`src/rtl/spc_hold_pkg.sv`:
```
package spc_hold_pkg;
  localparam int unsigned N_EN = 5;
  localparam int unsigned N_FL = 3;

  typedef enum logic [2:0] {
    M_RESET   = 3'd0,
    M_MISS    = 3'd1,
    M_FLUSH   = 3'd2,
    M_RELEASE = 3'd3,
    M_PARK    = 3'd4,
    M_HDU     = 3'd5,
    M_RUN     = 3'd6
  } ctl_mode_e;

  typedef struct packed {
    logic [N_EN-1:0] en;
    logic [N_FL-1:0] fl;
  } ctl_vec_t;
endpackage

```
`src/rtl/spc_mode_arb.sv`:
```
module spc_mode_arb
  import spc_hold_pkg::*;
(
  input  logic      rst,
  input  logic      sink,
  input  logic      id_valid,
  input  logic      id_branch,
  input  logic      mem_br_taken,
  input  logic      hdu_stall,
  input  logic      dcache_miss,
  output ctl_mode_e mode
);
  logic branch_in_id;
  assign branch_in_id = id_valid & id_branch;

  always_comb begin
    if (rst)                       mode = M_RESET;
    else if (dcache_miss)          mode = M_MISS;
    else if (mem_br_taken)         mode = M_FLUSH;
    else if (sink && branch_in_id) mode = M_RELEASE;
    else if (sink)                 mode = M_PARK;
    else if (hdu_stall)            mode = M_HDU;
    else                           mode = M_RUN;
  end
endmodule

```
`src/rtl/spc_ctl_enc.sv`:
```
module spc_ctl_enc
  import spc_hold_pkg::*;
(
  input  ctl_mode_e mode,
  output ctl_vec_t  vec
);
  always_comb begin
    vec = '{en: '1, fl: '0};
    case (mode)
      M_RESET: vec = '{en: '0, fl: '1};
      M_MISS:  vec = '{en: '0, fl: '0};
      M_FLUSH: vec = '{en: '1, fl: '1};
      M_PARK:  vec = '{en: 5'b11011, fl: 3'b010};
      M_HDU:   vec = '{en: 5'b11100, fl: 3'b010};
      default: vec = '{en: '1, fl: '0};
    endcase
  end
endmodule

```
`src/rtl/spc_sink_track.sv`:
```
module spc_sink_track
  import spc_hold_pkg::*;
(
  input  logic      clk,
  input  logic      rst,
  input  ctl_mode_e mode,
  input  logic      id_valid,
  input  logic      id_special,
  output logic      sink
);
  logic sink_nxt;

  always_comb begin
    case (mode)
      M_RESET, M_FLUSH, M_RELEASE: sink_nxt = 1'b0;
      M_MISS, M_PARK:              sink_nxt = sink;
      M_HDU:                       sink_nxt = 1'b0;
      default:                     sink_nxt = id_valid & id_special;
    endcase
  end

  always_ff @(posedge clk) begin
    if (rst) sink <= 1'b0;
    else     sink <= sink_nxt;
  end

  p_sink_clears_after_release_r5: assert property (@(posedge clk) disable iff (rst)
    (mode == M_RELEASE) |=> !sink);
  p_sink_stable_on_miss_r6: assert property (@(posedge clk) disable iff (rst)
    (mode == M_MISS) |=> $stable(sink));
  p_flush_clears_sink_r7: assert property (@(posedge clk) disable iff (rst)
    (mode == M_FLUSH) |=> !sink);
endmodule

```
`src/rtl/spc_hold_ctrl.sv`:
```
module spc_hold_ctrl
  import spc_hold_pkg::*;
(
  input  logic            clk,
  input  logic            rst,
  input  logic            id_valid,
  input  logic            id_special,
  input  logic            id_branch,
  input  logic            mem_br_taken,
  input  logic            hdu_stall,
  input  logic            dcache_miss,
  output logic [N_EN-1:0] stage_en,
  output logic [N_FL-1:0] flush,
  output logic            sink_active
);
  ctl_mode_e mode;
  ctl_vec_t  vec;
  logic      sink;

  spc_mode_arb u_arb (
    .rst(rst), .sink(sink), .id_valid(id_valid), .id_branch(id_branch),
    .mem_br_taken(mem_br_taken), .hdu_stall(hdu_stall),
    .dcache_miss(dcache_miss), .mode(mode)
  );

  spc_ctl_enc u_enc (.mode(mode), .vec(vec));

  spc_sink_track u_trk (
    .clk(clk), .rst(rst), .mode(mode), .id_valid(id_valid),
    .id_special(id_special), .sink(sink)
  );

  assign stage_en    = vec.en;
  assign flush       = vec.fl;
  assign sink_active = sink;

  always_comb begin
    if (rst) p_reset_outputs_r1: assert (stage_en == '0 && flush == '1);
  end

  p_reset_clears_sink_r1: assert property (@(posedge clk)
    rst |=> !sink_active);
  p_miss_freezes_all_r6: assert property (@(posedge clk) disable iff (rst)
    dcache_miss |-> (stage_en == '0 && flush == '0));
  p_park_closes_idex_r3: assert property (@(posedge clk) disable iff (rst)
    (sink_active && !dcache_miss && !mem_br_taken && !(id_valid && id_branch))
      |-> (!stage_en[2] && flush[1]));
  p_flush_beats_hdu_r7: assert property (@(posedge clk) disable iff (rst)
    (mem_br_taken && !dcache_miss && hdu_stall) |-> (stage_en == '1 && flush == '1));
  p_taken_blocks_park_r8: assert property (@(posedge clk) disable iff (rst)
    (mem_br_taken && !dcache_miss) |=> !sink_active);
endmodule

```
`config.mk`:
```
export PLATFORM = sky130hd
export DESIGN_NAME = spc_hold_ctrl
export DESIGN_NICKNAME = d
export VERILOG_FILES = /design/src/rtl/spc_hold_pkg.sv /design/src/rtl/spc_mode_arb.sv /design/src/rtl/spc_ctl_enc.sv /design/src/rtl/spc_sink_track.sv /design/src/rtl/spc_hold_ctrl.sv
export SDC_FILE = /design/constraint.sdc
export NUM_CORES = 1
export LEC_CHECK = 0
export BUFFER_PORTS_ARGS = -buffer_cell sky130_fd_sc_hd__buf_2
export CORE_AREA = 4 4 41 43
export DETAILED_ROUTE_END_ITERATION = 10
export DIE_AREA = 0 0 45 47
export PLACE_DENSITY = 0.36
export SYNTH_ARGS = -nofsm -noshare
export SYNTH_HDL_FRONTEND = slang
export SYNTH_SLANG_ARGS = --single-unit
```
`constraint.sdc`:
```
create_clock -name clk -period 0.8 [get_ports clk]
set_input_delay 0.08 -clock clk [delete_from_list [all_inputs] [get_ports clk]]
set_output_delay 0.08 -clock clk [all_outputs]
set_load 0.02 [all_outputs]
```
==> flow_summary_export.csv, run 1 <==
group,metric,value,unit
final_layout,drive_gt1_share,82.86,%
logic_synthesis,synth.largest_area_cell,"buf_4",
floorplan,fp.dieW,45,um
sta,fin_skew,0,ps
setup_path,setup.worst_path.class,"register to output pin",
setup_path,crit_path_end_kind,"output pin",
logic_synthesis,synth_area_leaders,"buf_4 16%, dfxtp_1 15%, a211oi_2 9.1%",
floorplan,floorplan.rows,13,
logic_synthesis,synth-edff-count,0,
final_layout,fill_cells,144,
clock_tree,clk_latency,0,ps
final_layout,regArea,23.77,um^2
clock_tree,hold_buffers,0,
setup_path,slowest_stage,"dfxtp_4",
grt,grt_pass1_vias,193,
logic_synthesis,synth-simple-area-share,28.18,%
detailed_routing,drc,0,
placed_design,placed_cells,50,
min_path,hold_depth,3,
setup_path,crit_path_cell_trace,"buf_4, a21boi_2, buf_4",
logic_synthesis,avgSynthCellArea,7.244,um^2
logic_synthesis,synthCells,19,
floorplan,die_y,47,um
sta,worst_pin_slew,184.3,ps
detailed_routing,drt_iter0_drc,1,
grt,grt_antenna_before_repair,0,
logic_synthesis,synth.distinct_cells,15,
clock_tree,cts_setup_buffers,0,
sta,rsz0062_at_grt,"true",
detailed_routing,drt_first_pass_iters,2,
final_layout,final_core_util,24.62,%
min_path,hold_end,"u_trk.sink",
power,power.total,222.1,uW
logic_synthesis,synthTopCellsByCount,"3 x buf_4, 3 x nor2_1",
setup_path,critPathMostFrequentCell,"buf_4",
placed_design,gp_congestion,0.6384,
logic_synthesis,syn_area,137.6,um^2
power,ir_worst_vdd,224.5,uV
placed_design,place_ws,-70.84,ps
setup_path,reg2reg_from,"u_trk.sink",
setup_path,cp-start-kind,"register",
sta,finalHoldWorstSlack,415.1,ps
detailed_routing,vias,205,
setup_path,r2r_setup_slack,-10,ps
final_layout,nNetsFinal,45,
floorplan,die_area,2115,um^2
floorplan,core_region_area,1301,um^2
logic_synthesis,async_flop_share,0,%
logic_synthesis,ys_warn_count,0,
logic_synthesis,synth.area.mux_share,0,%
setup_path,r2r_cells,3,
outcome,outcome,"complete, but fails checks",
logic_synthesis,synth_fp_nets,27,
final_layout,largestRegisters,"u_trk.sink: 1 flops",
sta,finalHoldViolations,0,
detailed_routing,wl,506,um
placed_design,dp_hpwl,440.9,um
grt,grtUsageTotal,4.732,%
power,power_leakage,0.0001422,uW
final_layout,syn_to_final_growth,132.7,%
min_path,holdCritStartpoint,"id_special",
final_layout,largest_register_ffs,1,
setup_path,slowest_delay,340,ps
sta,fmax,1.204,GHz
logic_synthesis,synth_xor_area_share,0,%
logic_synthesis,synth.top_cell.area_share,16.36,%
placed_design,numPortBuffers,16,
sta,maxSlewViolCount,0,
sta,period_share,103.8,%
outcome,violations,"setup timing",
min_path,hp-class,"input port to register",
grt,grt_pass1_wl,786,um
final_layout,finalNonFillerCells,50,
floorplan,start_util,10.58,%
sta,setup_slack,-30.75,ps
logic_synthesis,synth_fa_ha_area_share,0,%
logic_synthesis,synth_top_family_by_area,"compound AO/OA/AOI/OAI gates",
clock_tree,clkSlewWorstSetupHoldPaths,0,ps
floorplan,ios,17,
final_layout,num_antenna_cells,0,
logic_synthesis,ys.flop_type,"dfxtp_1",
logic_synthesis,synth-seq-cells,1,
grt,grt-ovfl-total,0,
logic_synthesis,ys_seq_area_share,14.55,%
sta,period_needed,830.7,ps
setup_path,timing.rr.end,"u_trk.sink",
sta,max_slew_margin,87.67,%
final_layout,top_register,"u_trk.sink",
setup_path,cp.required,720,ps
logic_synthesis,synth_compound_gate_area_share,38.18,%
detailed_routing,via_per_inst,4.100,
setup_path,arrival,750,ps
setup_path,cp_max_fo,4,
detailed_routing,avgRoutedWirePerCell,10.12,um
job,drv_cap,0,
final_layout,multi_input_area,151.4,um^2
detailed_routing,antenna_left,0,
grt,grt_start_max_net_pins,6,
power,p_per_area,693.4,nW/um^2
sta,setup_viol,5,
[worst max-delay path by stage]
stage / to / depth (start not counted) / slack (ps) / startpoint
after floorplan: stage_en[1] / 3 / -200 / u_trk.sink
after global placement: flush[1] / 4 / -60 / u_trk.sink
after detailed placement: flush[1] / 3 / -70 / u_trk.sink
after CTS: stage_en[2] / 3 / -30 / u_trk.sink
after global routing: stage_en[0] / 3 / -50 / u_trk.sink
final: stage_en[2] / 3 / -30 / u_trk.sink
[cell usage in the layout (no fill, tap or decap)]
cell type and instances:
a2bb2oi_2 1, dfxtp_4 1, buf_6 2, nor2_1 2
a21boi_2 1, a211oi_2 1, buf_4 5, o21ai_1 1
inv_1 1, buf_2 11, nor3b_4 1, a31oi_4 1
nand3_1 1, nor3_4 2, nor2_2 1, clkbuf_4 1
a21o_1 1, a21oi_2 1
[report_power, final]
| part | switching, uW | internal (uW) | leakage (uW) |
|---|---|---|---|
| logic | 94.9 | 76.1 | 0.000133 |
| registers | 1.61 | 49.5 | 0.00000888 |
| clock network | 0 | 0 | 0 |
[cell families (layout without fill, tap and decap cells)]
group                  after synthesis  after routing
buffers and inverters                4             20
AND/OR/NAND/NOR                      7              7
AO/OA/AOI/OAI                        7              7
flip-flops                           1              1
[worst max-delay path: cells and delay by family, from the launching register on]
kind | cells | cell delay, ps
compound gates | 1 | 110
buf+inv | 2 | 310
flops | 1 | 340
[repair_timing]
action                                  in CTS  in global routing
pin swaps                                    2                  3
endpoints found under the setup margin       5                  5
gates resized for setup                      9                  5
[per-stage QoR]
| step | TNS (ps) | area [um^2] |
|---|---|---|
| floorplan | -433.6 | 173.9 |
| global placement | -215.0 | 269.0 |
| detailed placement | -247.1 | 269.0 |
| CTS | -121.4 | 296.5 |
| global route | -226.4 | 320.3 |
| finish | -70.88 | 320.3 |
[layout make-up]
cell class	instances	share of cell area, %
sequential	1	7.422
timing repair buffer	19	38.28
tap	15	5.859
multi-input combinational	14	47.27
inverter	1	1.172
[metal layers]
metal  up-vias  GRT usage (%)  wire, um
met4         0              0         0
met5         -              0         0
met1        93          6.109       205
met2        11          9.322       258
li1        101              -         -
met3         0              0        43
Power figures use the tool's default switching activity.
==> inputs of run 2 (changes only) <==
--- a/config.mk
+++ b/config.mk
@@ -5,11 +5,12 @@
 export SDC_FILE = /design/constraint.sdc
 export NUM_CORES = 1
 export LEC_CHECK = 0
+export ABC_AREA = 1
 export BUFFER_PORTS_ARGS = -buffer_cell sky130_fd_sc_hd__buf_2
 export CORE_AREA = 4 4 41 43
 export DETAILED_ROUTE_END_ITERATION = 10
 export DIE_AREA = 0 0 45 47
-export PLACE_DENSITY = 0.36
+export PLACE_DENSITY = 0.4
 export SYNTH_ARGS = -nofsm -noshare
 export SYNTH_HDL_FRONTEND = slang
 export SYNTH_SLANG_ARGS = --single-unit
==> flow_summary_export.csv, run 2 <==
group,metric,value,unit
sta,fin_skew,0,ps
detailed_routing,drt_iter0_drc,0,
setup_path,cp_max_fo,4,
logic_synthesis,synthTopCellsByCount,"7 x nand2_1, 5 x inv_1, 4 x nand2_2",
final_layout,nNetsFinal,64,
setup_path,setup.worst_path.class,"register to output pin",
floorplan,ios,17,
grt,grt_start_max_net_pins,5,
power,power_leakage,0.0002119,uW
logic_synthesis,synth.distinct_cells,12,
detailed_routing,drc,0,
outcome,outcome,"complete, but fails checks",
grt,grt_pass1_wl,883,um
placed_design,numPortBuffers,16,
floorplan,core_region_area,1301,um^2
final_layout,syn_to_final_growth,117.7,%
floorplan,start_util,13.56,%
grt,grt-ovfl-total,0,
setup_path,r2r_setup_slack,-170,ps
grt,grt_antenna_before_repair,0,
logic_synthesis,synth.top_cell.area_share,14.89,%
power,p_per_area,668.0,nW/um^2
logic_synthesis,synth_fp_nets,41,
detailed_routing,drt_first_pass_iters,1,
grt,grt_pass1_vias,227,
outcome,violations,"setup timing",
sta,rsz0062_at_grt,"true",
final_layout,final_cell_mix,"11 x buf_2, 10 x buf_4, 6 x nand2_1",
setup_path,slowest_delay,340,ps
detailed_routing,vias,253,
setup_path,path_buf_inv,1,
setup_path,r2r_cells,5,
sta,period_share,128.8,%
setup_path,critPathMostFrequentCell,"nand2_1",
logic_synthesis,synth-edff-count,0,
logic_synthesis,ys_warn_count,0,
detailed_routing,avgRoutedWirePerCell,7.000,um
setup_path,crit_path_cell_trace,"nor2_4, nor2_1, nand2_1, nand2_1, nand2_2, nand3_2, nand2_4, buf_4",
setup_path,arrival,950,ps
final_layout,top_register,"u_trk.sink",
min_path,holdCritStartpoint,"rst",
final_layout,layout_commonest_cell,"buf_2",
sta,period_needed,1031,ps
setup_path,slowest_stage,"dfxtp_4",
setup_path,cp_top_family,"simple AND/OR/NAND/NOR gates",
floorplan,die_area,2115,um^2
final_layout,num_antenna_cells,0,
sta,fin_tns_setup,-1387,ps
min_path,hold_depth,3,
detailed_routing,antenna_left,0,
final_layout,drive_gt1_share,75.93,%
floorplan,fp.dieW,45,um
setup_path,timing.rr.end,"u_trk.sink",
setup_path,reg2reg_from,"u_trk.sink",
sta,worst_pin_slew,140.4,ps
sta,maxSlewViolCount,0,
detailed_routing,wl,483,um
logic_synthesis,synth.largest_area_cell,"nand2_1",
sta,max_slew_margin,90.64,%
min_path,hold_end,"u_trk.sink",
logic_synthesis,async_flop_share,0,%
floorplan,floorplan.rows,13,
job,drv_cap,0,
sta,setup_viol,7,
placed_design,placed_cells,69,
final_layout,finalNonFillerCells,69,
min_path,hp-class,"input port to register",
sta,finalHoldWorstSlack,400.4,ps
setup_path,cp-start-kind,"register",
placed_design,gp_congestion,0.6544,
sta,finalHoldViolations,0,
final_layout,largestRegisters,"u_trk.sink: 1 flops",
logic_synthesis,ys_seq_area_share,11.35,%
logic_synthesis,yosys.cell_count.top_type,"nand2_1",
logic_synthesis,ys.flop_type,"dfxtp_1",
sta,fmax,0.9702,GHz
logic_synthesis,syn_area,176.4,um^2
power,ir_worst_vdd,239.1,uV
floorplan,die_y,47,um
logic_synthesis,synth-seq-cells,1,
detailed_routing,via_per_inst,3.667,
logic_synthesis,avgSynthCellArea,5.346,um^2
final_layout,fill_cells,165,
placed_design,dp_hpwl,476.7,um
logic_synthesis,synthCells,33,
logic_synthesis,synth_area_leaders,"nand2_1 15%, nand2_2 14%, buf_4 13%",
setup_path,cp.required,720,ps
clock_tree,clk_latency,0,ps
grt,grtUsageTotal,5.280,%
clock_tree,hold_buffers,0,
setup_path,crit_path_end_kind,"output pin",
final_layout,largest_register_ffs,1,
clock_tree,clkSlewWorstSetupHoldPaths,0,ps
sta,setup_slack,-230.7,ps
[run 2: cell count changes in the layout (fill, tap and decap cells not counted), moves of 2 or more]
cell / previous run / this run
inv_2: 0 / 2
o21ai_2: 0 / 3
nand3_2: 0 / 2
nor3_4: 2 / 0
nand2_1: 0 / 6
nor2_4: 0 / 2
inv_1: 1 / 4
buf_4: 5 / 10
nand2_2: 0 / 4
[run 2: worst max path at each step]
stage,to,startpoint,cells past startpoint
6_report,stage_en[0],u_trk.sink,8
5_1_grt,stage_en[1],u_trk.sink,8
4_1_cts,stage_en[0],u_trk.sink,8
3_5_place_dp,stage_en[0],u_trk.sink,8
3_3_place_gp,stage_en[1],u_trk.sink,8
2_1_floorplan,stage_en[1],u_trk.sink,6
[run 2: layout make-up]
class | count | area (um^2) | area share [%]
sequential | 1 | 23.77 | 6.189
inverter | 7 | 28.78 | 7.492
timing repair buffer | 24 | 163.9 | 42.67
tap | 15 | 18.77 | 4.886
multi-input combinational | 22 | 148.9 | 38.76
[run 2: kinds of logic (layout without fill, tap and decap cells)]
kind of cell | Yosys count | in the layout | share of synthesized area, %
buf+inv | 10 | 31 | 27.66
simple gates | 18 | 18 | 49.65
flops | 1 | 1 | 11.35
compound gates | 4 | 4 | 11.34
[run 2: timing repair]
action / 4_1_cts / 5_1_grt
gates resized for setup: 8 / 1
pin swaps: 0 / 0
buffers inserted: 0 / 0
setup endpoints to repair: 7 / 9
[run 2: power breakdown]
group,leakage (uW),switching [uW],internal (uW),total [uW]
clock,0,0,0,0
combinational,0.000203,111,96.4,208
sequential,0.00000887,0.653,48.3,48.9
total,0.000212,112,145,257
[run 2: tightest hold or removal path, stage by stage]
cell and delay (ps):
buf_2 110, buf_4 120, a21oi_1 40
[run 2: stage by stage]
step	instance area (um^2)	utilization [%]	total power (uW)	setup slack [ps]
after floorplan	226.5	-	172.0	-301.0
final	384.1	29.52	256.6	-230.7
after global routing	384.1	29.52	278.6	-316.1
after detailed placement	355.3	27.31	234.3	-263.6
after CTS	379.1	29.13	257.0	-245.1
after global placement	355.3	27.31	233.6	-262.5
[run 2: metal layers]
metal  global-route usage, %  wire (um)  part of all wire, %  vias up
met2                   8.757        195                   40       12
met3                       0         63                   13        0
li1                        -          -                    -      141
met5                       0          0                    0        -
met1                   8.126        224                   46      100
met4                       0          0                    0        0
==> inputs of run 3 (changes only) <==
--- a/config.mk
+++ b/config.mk
@@ -7,10 +7,12 @@
 export LEC_CHECK = 0
 export ABC_AREA = 1
 export BUFFER_PORTS_ARGS = -buffer_cell sky130_fd_sc_hd__buf_2
-export CORE_AREA = 4 4 41 43
+export CORE_AREA = 5 5 42 44
 export DETAILED_ROUTE_END_ITERATION = 10
-export DIE_AREA = 0 0 45 47
+export DIE_AREA = 0 0 47 49
+export GPL_TIMING_DRIVEN = 0
 export PLACE_DENSITY = 0.4
+export RECOVER_POWER = 25
 export SYNTH_ARGS = -nofsm -noshare
 export SYNTH_HDL_FRONTEND = slang
 export SYNTH_SLANG_ARGS = --single-unit
==> flow_summary_export.csv, run 3 (same netlist as run 2, synthesis figures left out) <==
group,metric,value,unit
sta,fin_tns_setup,-1500,ps
sta,period_share,139.5,%
grt,grtUsageTotal,4.638,%
sta,worst_pin_slew,200.7,ps
sta,fin_skew,0,ps
setup_path,crit_path_cell_trace,"nor2_4, buf_6, o21ai_4, nand3_2, nand2_4, buf_6, buf_6",
min_path,hold_end,"u_trk.sink",
floorplan,die_area,2303,um^2
power,p_switching,125.9,uW
min_path,hold_depth,2,
detailed_routing,drt_first_pass_iters,4,
grt,grt_antenna_before_repair,0,
setup_path,cp-start-kind,"register",
setup_path,r2r_cells,5,
sta,maxSlewViolCount,0,
power,power_frac_seq,17.1,%
placed_design,dp_hpwl,452.4,um
setup_path,reg2reg_from,"u_trk.sink",
floorplan,floorplan.rows,14,
final_layout,largestRegisters,"u_trk.sink: 1 flops",
sta,rsz0062_at_grt,"true",
clock_tree,hold_buffers,0,
detailed_routing,via_per_inst,3.855,
detailed_routing,wl,542,um
sta,setup_viol,7,
min_path,holdCritStartpoint,"rst",
setup_path,setup.worst_path.class,"register to output pin",
grt,grt-ovfl-total,0,
final_layout,largest_register_ffs,1,
sta,max_slew_margin,86.59,%
power,power_leakage,0.0002207,uW
floorplan,ios,17,
detailed_routing,vias,266,
final_layout,finalNonFillerCells,69,
sta,fmax,0.8959,GHz
power,ir_worst_vdd,244.3,uV
detailed_routing,drt_iter0_drc,2,
min_path,hp-class,"input port to register",
final_layout,num_antenna_cells,0,
clock_tree,clk_latency,0,ps
detailed_routing,avgRoutedWirePerCell,7.855,um
sta,period_needed,1116,ps
grt,grt_pass1_wl,890,um
outcome,outcome,"complete, but fails checks",
power,p_int,160.6,uW
setup_path,critPathMostFrequentCell,"buf_6",
setup_path,slowest_stage,"dfxtp_4",
placed_design,placed_cells,65,
power,p_per_area,673.6,nW/um^2
placed_design,placed_area,326.6,um^2
floorplan,die_y,49,um
final_layout,layout_commonest_cell,"buf_2",
floorplan,core_region_area,1401,um^2
setup_path,slowest_delay,360,ps
floorplan,start_util,12.59,%
outcome,violations,"setup timing",
placed_design,numPortBuffers,16,
setup_path,path_buf_inv,3,
power,combPwrFrac,82.9,%
setup_path,cp_max_fo,4,
final_layout,final_core_util,30.36,%
setup_path,crit_path_end_kind,"output pin",
power,switching_share,43.95,%
setup_path,arrival,1040,ps
setup_path,cp.required,720,ps
job,drv_cap,0,
placed_design,gp_congestion,0.7027,
final_layout,final_cell_mix,"11 x buf_2, 9 x buf_6, 6 x nand2_1",
sta,setup_slack,-316.2,ps
detailed_routing,drc,0,
final_layout,top_register,"u_trk.sink",
setup_path,cp_top_family,"flip-flops",
grt,grt_start_max_net_pins,6,
final_layout,final_cell_area,425.4,um^2
sta,finalHoldViolations,0,
grt,grt_pass1_vias,244,
detailed_routing,antenna_left,0,
floorplan,fp.dieW,47,um
final_layout,drive_gt1_share,77.36,%
final_layout,syn_to_final_growth,141.1,%
final_layout,nNetsFinal,63,
clock_tree,clkSlewWorstSetupHoldPaths,0,ps
setup_path,r2r_setup_slack,-140,ps
setup_path,timing.rr.end,"u_trk.sink",
power,pwr-share-clk,0,%
## run 3: worst max path at each step
stage,startpoint,endpoint,slack [ps],cells past startpoint
2_1_floorplan,u_trk.sink,stage_en[1],-300,6
3_5_place_dp,u_trk.sink,stage_en[1],-390,9
4_1_cts,u_trk.sink,stage_en[1],-320,9
3_3_place_gp,u_trk.sink,stage_en[1],-390,9
6_report,u_trk.sink,stage_en[1],-320,7
5_1_grt,u_trk.sink,stage_en[1],-360,9
## run 3: repair_timing
action / 4_1_cts / 5_1_grt
endpoints found under the hold margin: 0 / 0
buffers inserted: 4 / 0
pin swaps: 10 / 7
resized for setup: 12 / 6
setup endpoints to repair: 7 / 7
## run 3: power groups by stage
stage          clock, uW  sequential (uW)  combinational [uW]
2_1_floorplan          0             49.5                 123
3_3_place_gp           0             49.0                 182
3_5_place_dp           0             49.0                 182
4_1_cts                0             48.9                 225
5_1_grt                0             49.2                 256
6_report               0             49.1                 237
## run 3: final cells by class
class                   instances  area [um^2]
flip-flops and latches          1        23.77
multi-input cells              22        173.9
plain buffers                   3        30.03
inverters                       7        31.28
well taps                      16        20.02
repair buffers                 20        146.4
fillers                       163        975.9
## run 3: layer usage
layer  global-route usage (%)  vias up  wire length, um
li1                         -      138                -
met1                    6.332      116              230
met2                    8.371       12              252
met3                        0        0               58
met4                        0        0                0
met5                        0        -                0
## run 3: worst reg2reg max path, delay by kind of cell (launching register included)
family	cells	cell delay [ps]
compound gates	1	140
flops	1	340
buf+inv	2	200
simple gates	2	170
## run 3: stage by stage
stage,hold WS [ps],worst slack (ps),power (uW)
final,323.7,-316.2,286.6
after global routing,351.5,-358.6,304.8
after CTS,331.3,-322.5,274.3
after detailed placement,310.4,-385.1,231.5
after global placement,313.3,-388.7,230.6
after floorplan,139.4,-301.0,172.0
